<file path="src/rtl/mpa_pkg.sv">
package mpa_pkg;

  typedef enum logic [1:0] {
    MPA_OK      = 2'd0,
    MPA_INVALID = 2'd1,
    MPA_NORES   = 2'd2,
    MPA_EXISTS  = 2'd3
  } mpa_status_e;

  localparam logic [1:0] MPA_DIR_OFF = 2'd0;
  localparam logic [1:0] MPA_DIR_EGR = 2'd1;
  localparam logic [1:0] MPA_DIR_ING = 2'd2;

  // Direction code that a session of the given sense writes into a probe.
  function automatic logic [1:0] mpa_dir_code(input logic ingress);
    return ingress ? MPA_DIR_ING : MPA_DIR_EGR;
  endfunction

endpackage

</file>
<file path="src/rtl/mpa_probe_table.sv">
module mpa_probe_table #(
  parameter int NP       = 3,
  parameter int NPORTS   = 64,
  parameter int MON_W    = 7,
  parameter int MON_IDLE = 65,
  localparam int IDX_W   = $clog2(NP + 1)
) (
  input  logic                    clk,
  input  logic                    rst_n,
  input  logic                    wr_en,
  input  logic [IDX_W-1:0]        wr_idx,
  input  logic [NPORTS-1:0]       wr_mask,
  input  logic [1:0]              wr_dir,
  input  logic [MON_W-1:0]        wr_mon,
  output logic [NP*NPORTS-1:0]    mask_flat,
  output logic [NP*2-1:0]         dir_flat,
  output logic [NP*MON_W-1:0]     mon_flat
);
  import mpa_pkg::*;

  for (genvar p = 0; p < NP; p++) begin : g_probe
    logic hit;
    assign hit = wr_en && (wr_idx == IDX_W'(p));
    always_ff @(posedge clk or negedge rst_n) begin
      if (!rst_n) begin
        mask_flat[p*NPORTS +: NPORTS] <= '0;
        dir_flat[p*2 +: 2]            <= MPA_DIR_OFF;
        mon_flat[p*MON_W +: MON_W]    <= MON_W'(MON_IDLE);
      end else if (hit) begin
        mask_flat[p*NPORTS +: NPORTS] <= wr_mask;
        dir_flat[p*2 +: 2]            <= wr_dir;
        mon_flat[p*MON_W +: MON_W]    <= wr_mon;
      end
    end
  end

endmodule

</file>
<file path="src/rtl/mpa_seq.sv">
module mpa_seq #(
  parameter int NP       = 3,
  parameter int NPORTS   = 64,
  parameter int MON_W    = 7,
  parameter int MON_IDLE = 65,
  localparam int IDX_W   = $clog2(NP + 1),
  localparam int SRC_W   = $clog2(NPORTS)
) (
  input  logic                    clk,
  input  logic                    rst_n,
  input  logic                    req_valid,
  input  logic                    req_del,
  input  logic [SRC_W-1:0]        req_src,
  input  logic [MON_W-1:0]        req_mon,
  input  logic                    req_ingress,
  input  logic [IDX_W-1:0]        req_probe,
  input  logic [NP*NPORTS-1:0]    tbl_mask,
  input  logic [NP*2-1:0]         tbl_dir,
  input  logic [NP*MON_W-1:0]     tbl_mon,
  output logic                    wr_en,
  output logic [IDX_W-1:0]        wr_idx,
  output logic [NPORTS-1:0]       wr_mask,
  output logic [1:0]              wr_dir,
  output logic [MON_W-1:0]        wr_mon,
  output logic                    busy,
  output logic                    rsp_valid,
  output logic [1:0]              rsp_status,
  output logic [IDX_W-1:0]        rsp_probe
);
  import mpa_pkg::*;

  localparam logic [IDX_W-1:0] LAST_IDX = IDX_W'(NP - 1);

  typedef enum logic [2:0] {
    S_IDLE, S_CONF, S_REUSE, S_FREE, S_COMMIT, S_DEL, S_RESP
  } state_e;

  state_e          state_q;
  logic [IDX_W-1:0] idx_q, sel_q;
  logic [SRC_W-1:0] src_q;
  logic [MON_W-1:0] mon_q;
  logic [1:0]       dir_q;
  mpa_status_e      status_q;

  function automatic logic [NPORTS-1:0] port_bit(input logic [SRC_W-1:0] p);
    return NPORTS'(1) << p;
  endfunction

  // Probe under scan and probe selected for commit/remove.
  logic [IDX_W-1:0]  sel_safe;
  logic [NPORTS-1:0] cur_mask, sel_mask, del_mask;
  logic [1:0]        cur_dir, sel_dir;
  logic [MON_W-1:0]  cur_mon, sel_mon, src_ext;
  logic              last, sel_ok, sel_has_src, conf_hit, reuse_hit, free_hit;

  assign sel_ok   = (sel_q <= LAST_IDX);
  assign sel_safe = sel_ok ? sel_q : '0;
  assign cur_mask = tbl_mask[int'(idx_q)*NPORTS +: NPORTS];
  assign cur_dir  = tbl_dir[int'(idx_q)*2 +: 2];
  assign cur_mon  = tbl_mon[int'(idx_q)*MON_W +: MON_W];
  assign sel_mask = tbl_mask[int'(sel_safe)*NPORTS +: NPORTS];
  assign sel_dir  = tbl_dir[int'(sel_safe)*2 +: 2];
  assign sel_mon  = tbl_mon[int'(sel_safe)*MON_W +: MON_W];
  assign src_ext  = MON_W'(src_q);
  assign last     = (idx_q == LAST_IDX);

  assign conf_hit    = (cur_mon == src_ext);
  assign reuse_hit   = (cur_dir == dir_q) && (cur_mon == mon_q);
  assign free_hit    = (cur_mask == '0);
  assign sel_has_src = |(sel_mask & port_bit(src_q));
  assign del_mask    = sel_mask & ~port_bit(src_q);

  always_comb begin
    wr_en   = 1'b0;
    wr_idx  = sel_safe;
    wr_mask = sel_mask;
    wr_dir  = sel_dir;
    wr_mon  = sel_mon;
    if (state_q == S_COMMIT && !sel_has_src) begin
      wr_en   = 1'b1;
      wr_mask = sel_mask | port_bit(src_q);
      wr_dir  = dir_q;
      wr_mon  = mon_q;
    end else if (state_q == S_DEL && sel_ok) begin
      wr_en   = 1'b1;
      wr_mask = del_mask;
      if (del_mask == '0) begin
        wr_dir = MPA_DIR_OFF;
        wr_mon = MON_W'(MON_IDLE);
      end
    end
  end

  always_ff @(posedge clk or negedge rst_n) begin
    if (!rst_n) begin
      state_q  <= S_IDLE;
      idx_q    <= '0;
      sel_q    <= '0;
      src_q    <= '0;
      mon_q    <= '0;
      dir_q    <= MPA_DIR_OFF;
      status_q <= MPA_OK;
    end else begin
      unique case (state_q)
        S_IDLE: if (req_valid) begin
          src_q    <= req_src;
          mon_q    <= req_mon;
          dir_q    <= mpa_dir_code(req_ingress);
          idx_q    <= '0;
          sel_q    <= req_del ? req_probe : '0;
          status_q <= MPA_OK;
          if (req_del)                            state_q <= S_DEL;
          else if (MON_W'(req_src) == req_mon) begin
            status_q <= MPA_INVALID;
            state_q  <= S_RESP;
          end else                                state_q <= S_CONF;
        end
        S_CONF:
          if (conf_hit) begin
            status_q <= MPA_INVALID;
            state_q  <= S_RESP;
          end else if (last) begin
            idx_q   <= '0;
            state_q <= S_REUSE;
          end else idx_q <= idx_q + 1'b1;
        S_REUSE:
          if (reuse_hit) begin
            sel_q   <= idx_q;
            state_q <= S_COMMIT;
          end else if (last) begin
            idx_q   <= '0;
            state_q <= S_FREE;
          end else idx_q <= idx_q + 1'b1;
        S_FREE:
          if (free_hit) begin
            sel_q   <= idx_q;
            state_q <= S_COMMIT;
          end else if (last) begin
            status_q <= MPA_NORES;
            state_q  <= S_RESP;
          end else idx_q <= idx_q + 1'b1;
        S_COMMIT: begin
          if (sel_has_src) status_q <= MPA_EXISTS;
          state_q <= S_RESP;
        end
        S_DEL: begin
          if (!sel_ok) begin
            status_q <= MPA_INVALID;
            sel_q    <= '0;
          end
          state_q <= S_RESP;
        end
        S_RESP:  state_q <= S_IDLE;
        default: state_q <= S_IDLE;
      endcase
    end
  end

  assign busy       = (state_q != S_IDLE);
  assign rsp_valid  = (state_q == S_RESP);
  assign rsp_status = status_q;
  assign rsp_probe  = sel_q;

endmodule

</file>
<file path="src/rtl/mpa_engine.sv">
module mpa_engine #(
  parameter int NP       = 3,
  parameter int NPORTS   = 64,
  parameter int MON_W    = 7,
  parameter int MON_IDLE = 65,
  localparam int IDX_W   = $clog2(NP + 1),
  localparam int SRC_W   = $clog2(NPORTS)
) (
  input  logic                  clk,
  input  logic                  rst_n,
  input  logic                  req_valid,
  input  logic                  req_del,
  input  logic [SRC_W-1:0]      req_src,
  input  logic [MON_W-1:0]      req_mon,
  input  logic                  req_ingress,
  input  logic [IDX_W-1:0]      req_probe,
  output logic                  busy,
  output logic                  rsp_valid,
  output logic [1:0]            rsp_status,
  output logic [IDX_W-1:0]      rsp_probe,
  output logic [NP*NPORTS-1:0]  probe_mask,
  output logic [NP*2-1:0]       probe_dir,
  output logic [NP*MON_W-1:0]   probe_mon
);

  logic               tbl_wr;
  logic [IDX_W-1:0]   tbl_wr_idx;
  logic [NPORTS-1:0]  tbl_wr_mask;
  logic [1:0]         tbl_wr_dir;
  logic [MON_W-1:0]   tbl_wr_mon;

  mpa_seq #(.NP(NP), .NPORTS(NPORTS), .MON_W(MON_W), .MON_IDLE(MON_IDLE)) u_seq (
    .clk(clk), .rst_n(rst_n),
    .req_valid(req_valid), .req_del(req_del), .req_src(req_src),
    .req_mon(req_mon), .req_ingress(req_ingress), .req_probe(req_probe),
    .tbl_mask(probe_mask), .tbl_dir(probe_dir), .tbl_mon(probe_mon),
    .wr_en(tbl_wr), .wr_idx(tbl_wr_idx), .wr_mask(tbl_wr_mask),
    .wr_dir(tbl_wr_dir), .wr_mon(tbl_wr_mon),
    .busy(busy), .rsp_valid(rsp_valid), .rsp_status(rsp_status),
    .rsp_probe(rsp_probe)
  );

  mpa_probe_table #(.NP(NP), .NPORTS(NPORTS), .MON_W(MON_W), .MON_IDLE(MON_IDLE)) u_tbl (
    .clk(clk), .rst_n(rst_n),
    .wr_en(tbl_wr), .wr_idx(tbl_wr_idx), .wr_mask(tbl_wr_mask),
    .wr_dir(tbl_wr_dir), .wr_mon(tbl_wr_mon),
    .mask_flat(probe_mask), .dir_flat(probe_dir), .mon_flat(probe_mon)
  );

endmodule

</file>
<file path="config.mk">
export PLATFORM = sky130hd
export DESIGN_NAME = mpa_engine
export DESIGN_NICKNAME = d
export VERILOG_FILES = /design/src/rtl/mpa_pkg.sv /design/src/rtl/mpa_probe_table.sv /design/src/rtl/mpa_seq.sv /design/src/rtl/mpa_engine.sv
export SDC_FILE = /design/constraint.sdc
export NUM_CORES = 1
export LEC_CHECK = 0
export ABC_AREA = 1
export BUFFER_PORTS_ARGS = -buffer_cell sky130_fd_sc_hd__buf_4
export CAP_MARGIN = 25
export CORE_UTILIZATION = 35
export CTS_CLUSTER_SIZE = 30
export DETAILED_ROUTE_END_ITERATION = 10
export PLACE_DENSITY_LB_ADDON = 0.3
export REMOVE_ABC_BUFFERS = 1
export SLEW_MARGIN = 20
export SYNTH_ARGS = -nofsm -noshare
export SYNTH_HDL_FRONTEND = slang
export SYNTH_SLANG_ARGS = --single-unit
</file>
<file path="constraint.sdc">
create_clock -name clk -period 7.3 [get_ports clk]
set_input_delay 1.46 -clock clk [delete_from_list [all_inputs] [get_ports clk]]
set_output_delay 1.46 -clock clk [all_outputs]
set_load 0.02 [all_outputs]
</file>
-- Word level (Yosys, flattened, before mapping)
Index checks and enable logic that the tools add are counted.
- add/subtract/negate cells: 1
- multiply operators: 2
- order comparisons: 1
- eq/ne operators: 27
- shift-type cells: 7
- multiplexer cells: 43
- bitwise operators: 4
- reductions and logical operators: 22
- operators with widths (kind ; number):
    variable part select 192 x 9 -> 64 bit ; 2
    bitwise AND 64 bit ; 2
    logical NOT 64 bit ; 2
    two-way mux 64 bit ; 2
    NOT 64 bit ; 1
    OR 64 bit ; 1
    OR reduction 64 bit ; 1
    variable part select 21 x 32 -> 7 bit ; 2
    left shift 1 x 6 -> 64 bit (first input constant) ; 1
    two-way mux 2 bit ; 22
    two-way mux 3 bit ; 9
    two-way mux 7 bit ; 3
    case mux 2 bit (4 select lines) ; 2
    case mux 3 bit (5 select lines) ; 1
    != test 2 bit (second input constant) ; 6
    variable part select 6 x 4 -> 2 bit ; 2
    multiplier 2 x 3 -> 5 bit (second input constant) ; 2
    != test 2 x 1 -> 1 bit (second input constant) ; 5
    case mux 2 bit (5 select lines) ; 1
    == test 3 bit (second input constant) ; 3
    != test 3 x 1 -> 1 bit (second input constant) ; 3
    AND reduction 4 bit ; 2
    nonzero test 4 bit ; 2
    == test 6 x 7 -> 1 bit ; 1
    other kinds (20) ; 29
- bits in registers: 243
- bits of input ports: 20
- output and inout port bits: 225
- logic and storage cells: 123

-- Longest topological paths before layout
- depth after elaboration: 9
- gate-level depth with buffers: 23
- depth with buffers taken out: 19

-- By module
A second synthesis with hierarchy kept.
- cells, all modules: 2503
- area total of the unflattened synthesis: 15974.1 um^2
- by module, submodules not included (module ; times used ; cells an instance ; area an instance (um^2) ; seq. area each (um^2)):
    mpa_probe_table ; 1 ; 968 ; 8901.0 ; 5487.8
    mpa_seq ; 1 ; 1535 ; 7073.0 ; 600.6

-- Worst setup path before layout
Ideal clock, no wire load.
- kind: register to register
- start: reg u_seq.sel_q[1] (netlist: u_seq.rsp_probe[1])
- end: reg u_tbl.mask_flat[1]
- library setup time: 65 ps
- arrival: 2561 ps
- required time: 7235 ps
- setup slack: 4675 ps
- stages on the path, launching flop included: 21
- path buffers: 3
- clock period less this slack: 2625 ps
- path through: dfrtp_1 > inv_1 > ha_1 > buf_4 > inv_4 > buf_2 > nand2_1 > nand3_1 > o21ai_1 > nand2_1 > nand2_1 > nor2_1 > nand2_1 > nor2_1 > nand3_1 > nor2_4 > nor2_8 > nor2_8 > buf_6 > nand2_1 > nand2_1
- cells in the longest elaborated chain, start to end: 9
- elaborated cells between the ends (all ways): 16
- classes of those cells: order compare: 1; shift: 1; mux: 5; bitwise: 3; reduce/logical: 6
- RTL lines (element ; RTL line ; source):
    start: declaration ; mpa_seq.sv:39 ; logic [IDX_W-1:0] idx_q, sel_q;
    start signal: assignment ; mpa_seq.sv:110 ; sel_q <= req_del ? req_probe : '0;
    start signal: assignment ; mpa_seq.sv:128 ; sel_q <= idx_q;
    start signal: assignment ; mpa_seq.sv:136 ; sel_q <= idx_q;
    less-or-equal comparator 2 bit ; mpa_seq.sv:56 ; assign sel_ok = (sel_q <= LAST_IDX);
    two-way mux 2 bit ; - ;
    variable part select 192 x 9 -> 64 bit ; mpa_seq.sv:61 ; assign sel_mask = tbl_mask[int'(sel_safe)*NPORTS +: NPORTS];
    bitwise AND 64 bit ; mpa_seq.sv:70 ; assign sel_has_src = |(sel_mask & port_bit(src_q));
    OR reduction 64 bit ; mpa_seq.sv:70 ;
    logical NOT 1 bit ; mpa_seq.sv:79 ; if (state_q == S_COMMIT && !sel_has_src) begin
    logical AND 1 bit ; mpa_seq.sv:79 ;
    two-way mux 1 bit ; mpa_seq.sv:79 ;
    logical AND 1 bit ; mpa_probe_table.sv:23 ; assign hit = wr_en && (wr_idx == IDX_W'(p));
    end signal: indexed assignment ; mpa_probe_table.sv:30 ; mask_flat[p*NPORTS +: NPORTS] <= wr_mask;
    end: declaration ; mpa_probe_table.sv:15 ; output logic [NP*NPORTS-1:0] mask_flat,
Parallel ways exist; a longest one is shown, timed or not.
A chain may end at the register's enable or synchronous reset.

-- Worst setup path after layout
- start: reg u_seq.sel_q[0] (netlist: u_seq.rsp_probe[0])
- end: reg u_tbl.mask_flat[139]
Same word-level chain as after synthesis.

==> results.md <==
- Status: completed
- Initial DRC Count: 1693
- I/O pin cnt: between 200 and 250
- Remaining DRCs: 0
- CP Class: flip-flop to flip-flop
- Post-synthesis sequential area ratio: between 30% and 40%
- Post-synthesis instance area: 15500 µm²
- Die Y-Extent: 212 µm
- Placed cell count: 3138
- Power per cell area: 502 nW/µm²
- Buf/Inv on CP: 5
- Worst slew pin tran: 1.03 ns
- Synth area leader: dfrtp_1
- # diodes: 0
- Net Sw Frac: between 50% and 60%
- Max-slew headroom: 30.8%
- Final Wtd Congestion: 0.955
- Cell with the most instances after synthesis: nand2_1
- Slew Limit Fails: 0
- Total wire length: 61.5 mm
- First-pass GRT wire length: 94.1 mm
- Seq pwr share: 27.9%
- Fin. Hold Viols: 0
- Share of cells above drive strength 1: 13.3%
- Final Total Pwr: 9.31 mW
- Initial antenna violation count: 0
- Fmax: approximately 210 MHz
- Max Root-Sink Buffers: 3
- Max stage delay on crit path: roughly 0.66 ns
- Register bit count reported by yosys: 243
- Root Driver: clkbuf_16
- CTS tree: yes
- Number of synthesized flops with an enable pin: 0
- Port bufs: 244
- H-tree level count: 1
- Top_reg_cell synth: dfrtp_1
- Final setup fails: 0
- Hpwl dp: 43.1 mm
- Number of hold buffers added after cts: 0
- Clk pwr share: 16.4%
- Type of element launching the critical path: flip-flop
- Starting Density: between 30% and 40%
- Clk_lat worst skew: 0.57 ns
- Peak supply drop: 0.227 mV
- Overflow after GRT: 0
- Die area: ~45000 µm²
- Mean Syn Cell Area: 6.41 µm²
- Largest net degree at the start of global routing: between 150 and 200
- Cell count after synthesis: 2410
- Switching Power: 4.83 mW
- Worst-path maximum fanout: 41
- Max Cap Violations: 0
- Synth cell types: 45
- Most instantiated cells after synthesis: nand2_1 (1132), dfrtp_1 (237), nor2_1 (214), o21ai_0 (176), inv_1 (169)
- Yosys warning total: 0
- Post-DR vias/cell: between 5 and 6
- Vias: 16.9k
- Vias in the first global route: between 15k and 20k
- Final net count: 2612
- Fin crit period: approximately 4.8 ns
- Multi-input gate area: 7970 µm²
- Reg clk slew, reported paths: 0.07 ns
- Synth top area share: roughly two fifths
- Setup TNS: 0 ns
- First drt pass iteration count: 8
- Final Non-Filler Cells: 3191
- Top post-synthesis cells by area: dfrtp_1 (38%), nand2_1 (27%), o21ai_0 (5.7%)
- CTS Sinks: 243
- GRT Total Usage: 27.2%
- RSZ-0062 raised after global routing: false
- Async S/R FF share, synth: 100%
- Worst-path cell chain: inv_1, ha_1, buf_4, nand2_4, inv_2, buf_16, nand2_1, o21ai_0, nand2_1, nand2_1, nor2_1, nand3_1, nor2_1, nand2_1, nor2_4, nor2_8, nor2_8, buf_4, nand2_1, nand2_1
- Comb power frac: 55.7%
- P_leak: just over 10 nW
- Crit share post-route: between 60% and 70%
- Number of setup buffers added after CTS: 0
- Worst path required time: 7.81 ns
- FILL cells: 4581
- Cts bufs inserted: 29
- Die width: 212 µm
- FP Rows: 76
- Hold crit path type: flip-flop to flip-flop
- Core Area: 43400 µm²
- Routed Antenna Nets: 0
- CP dominant cell by count: nand2_1
- WP data arrival: 5.28 ns
- Worst path slowest cell: nor2_8
- Gates resized, CTS repair: 0
- Sequential Area: 6090 µm²
- CP delay by family, top: simple AND/OR/NAND/NOR gates
- Area growth syn-to-layout: 19.9%
- CP Capture Type: flip-flop
- Int Power: 4.48 mW
- Clk_skew: 0.0116 ns
- WL/cell: 19.3 µm
registers in the layout, summed over array words and instances (netlist names), 3 cells and up:
name,cells
u_seq.state_q,3
u_tbl.dir_flat,6
u_seq.src_q,6
u_tbl.mask_flat,192
u_tbl.mon_flat,21
u_seq.mon_q,7
power by group through the flow:
| stage | sequential (mW) | combinational, mW | clock, mW |
|---|---|---|---|
| 3_3_place_gp | 2.59 | 5.04 | 0 |
| 3_5_place_dp | 2.60 | 5.12 | 0 |
| 4_1_cts | 2.59 | 5.14 | 1.54 |
| 2_1_floorplan | 2.96 | 2.53 | 0 |
| 6_report | 2.60 | 5.18 | 1.53 |
| 5_1_grt | 2.67 | 5.69 | 1.59 |
cells by family (layout without fill, tap and decap cells):
family | after synthesis | in the layout | synth area share [%]
AND/OR/NAND/NOR | 1584 | 1584 | 41.4
buffers and inverters | 301 | 497 | 9.06
XOR/XNOR | 14 | 14 | 0.793
flip-flops | 243 | 243 | 39.4
AO/OA/AOI/OAI | 261 | 261 | 8.76
adder cells (fa/ha/maj) | 7 | 7 | 0.567
stage by stage:
step	util, %	worst slack [ns]	hold WS, ns	cell area [µm²]
final	42.7	2.53	0.488	18500
after global routing	42.7	2.34	0.514	18500
after CTS	42.7	2.53	0.487	18500
after detailed placement	40.4	2.57	0.475	17500
after global placement	40.3	2.59	0.465	17500
after floorplan	-	1.93	0.490	14700
cell type report:
cell class | count | area share [%]
sequential | 243 | 32.9
clock buffer | 36 | 4.28
timing repair buffer | 269 | 11.3
inverter | 176 | 3.58
multi-input combinational | 1866 | 43.0
tap | 585 | 3.95
clock inverter | 16 | 1.01
layout by cell type (no fill, tap or decap), drive strengths merged:
| cell type | n |
|---|---|
| nand2 | 1137 |
| buf | 269 |
| dfrtp | 237 |
| o21ai | 226 |
| nor2 | 222 |
| inv | 173 |
| nand3 | 141 |
| nand4 | 49 |
| clkbuf | 36 |
| nor3 | 25 |
| a21oi | 16 |
| clkinv | 12 |
| xor2 | 10 |
| ha | 7 |
| nor4 | 6 |
| dfstp | 6 |
| o22ai | 4 |
| xnor2 | 4 |
| bufinv | 4 |
| o211ai | 3 |
| clkinvlp | 3 |
| a22oi | 2 |
| a211oi | 2 |
| o221ai | 2 |
| nor2b | 1 |
| and2 | 1 |
| o21bai | 1 |
| nand3b | 1 |
| or2 | 1 |
| a31oi | 1 |
| a2111oi | 1 |
| o2111ai | 1 |
| o21a | 1 |
| a22o | 1 |
worst paths after layout:
path                       slack (ns)              endpoint                from  cells after the start
setup / recovery                 2.53  u_tbl.mask_flat[139]  u_seq.rsp_probe[0]                     20
hold / removal                   0.49     u_tbl.mon_flat[6]   u_tbl.mon_flat[6]                      2
setup reg to reg                 2.53  u_tbl.mask_flat[139]  u_seq.rsp_probe[0]                     20
hold reg to reg                  0.49     u_tbl.mon_flat[6]   u_tbl.mon_flat[6]                      2
max in group asynchronous        5.02    u_tbl.mon_flat[12]               rst_n                      2
min in group asynchronous        0.87  u_tbl.mask_flat[163]               rst_n                      1
routing by layer:
| layer | GRT usage, % | vias up | wire [µm] |
|---|---|---|---|
| met1 | 37.6 | 7978 | 25800 |
| met3 | 3.86 | 134 | 5400 |
| met5 | 0 | - | 0 |
| met2 | 43.1 | 869 | 28200 |
| li1 | - | 7936 | - |
| met4 | 9.52 | 0 | 2050 |
tightest hold or removal path, delay by kind of cell, from the launching register on:
kind,cells,cell delay [ns]
simple gates,2,0.11
flops,1,0.38
Note: power is estimated with default switching activity, not from simulation.
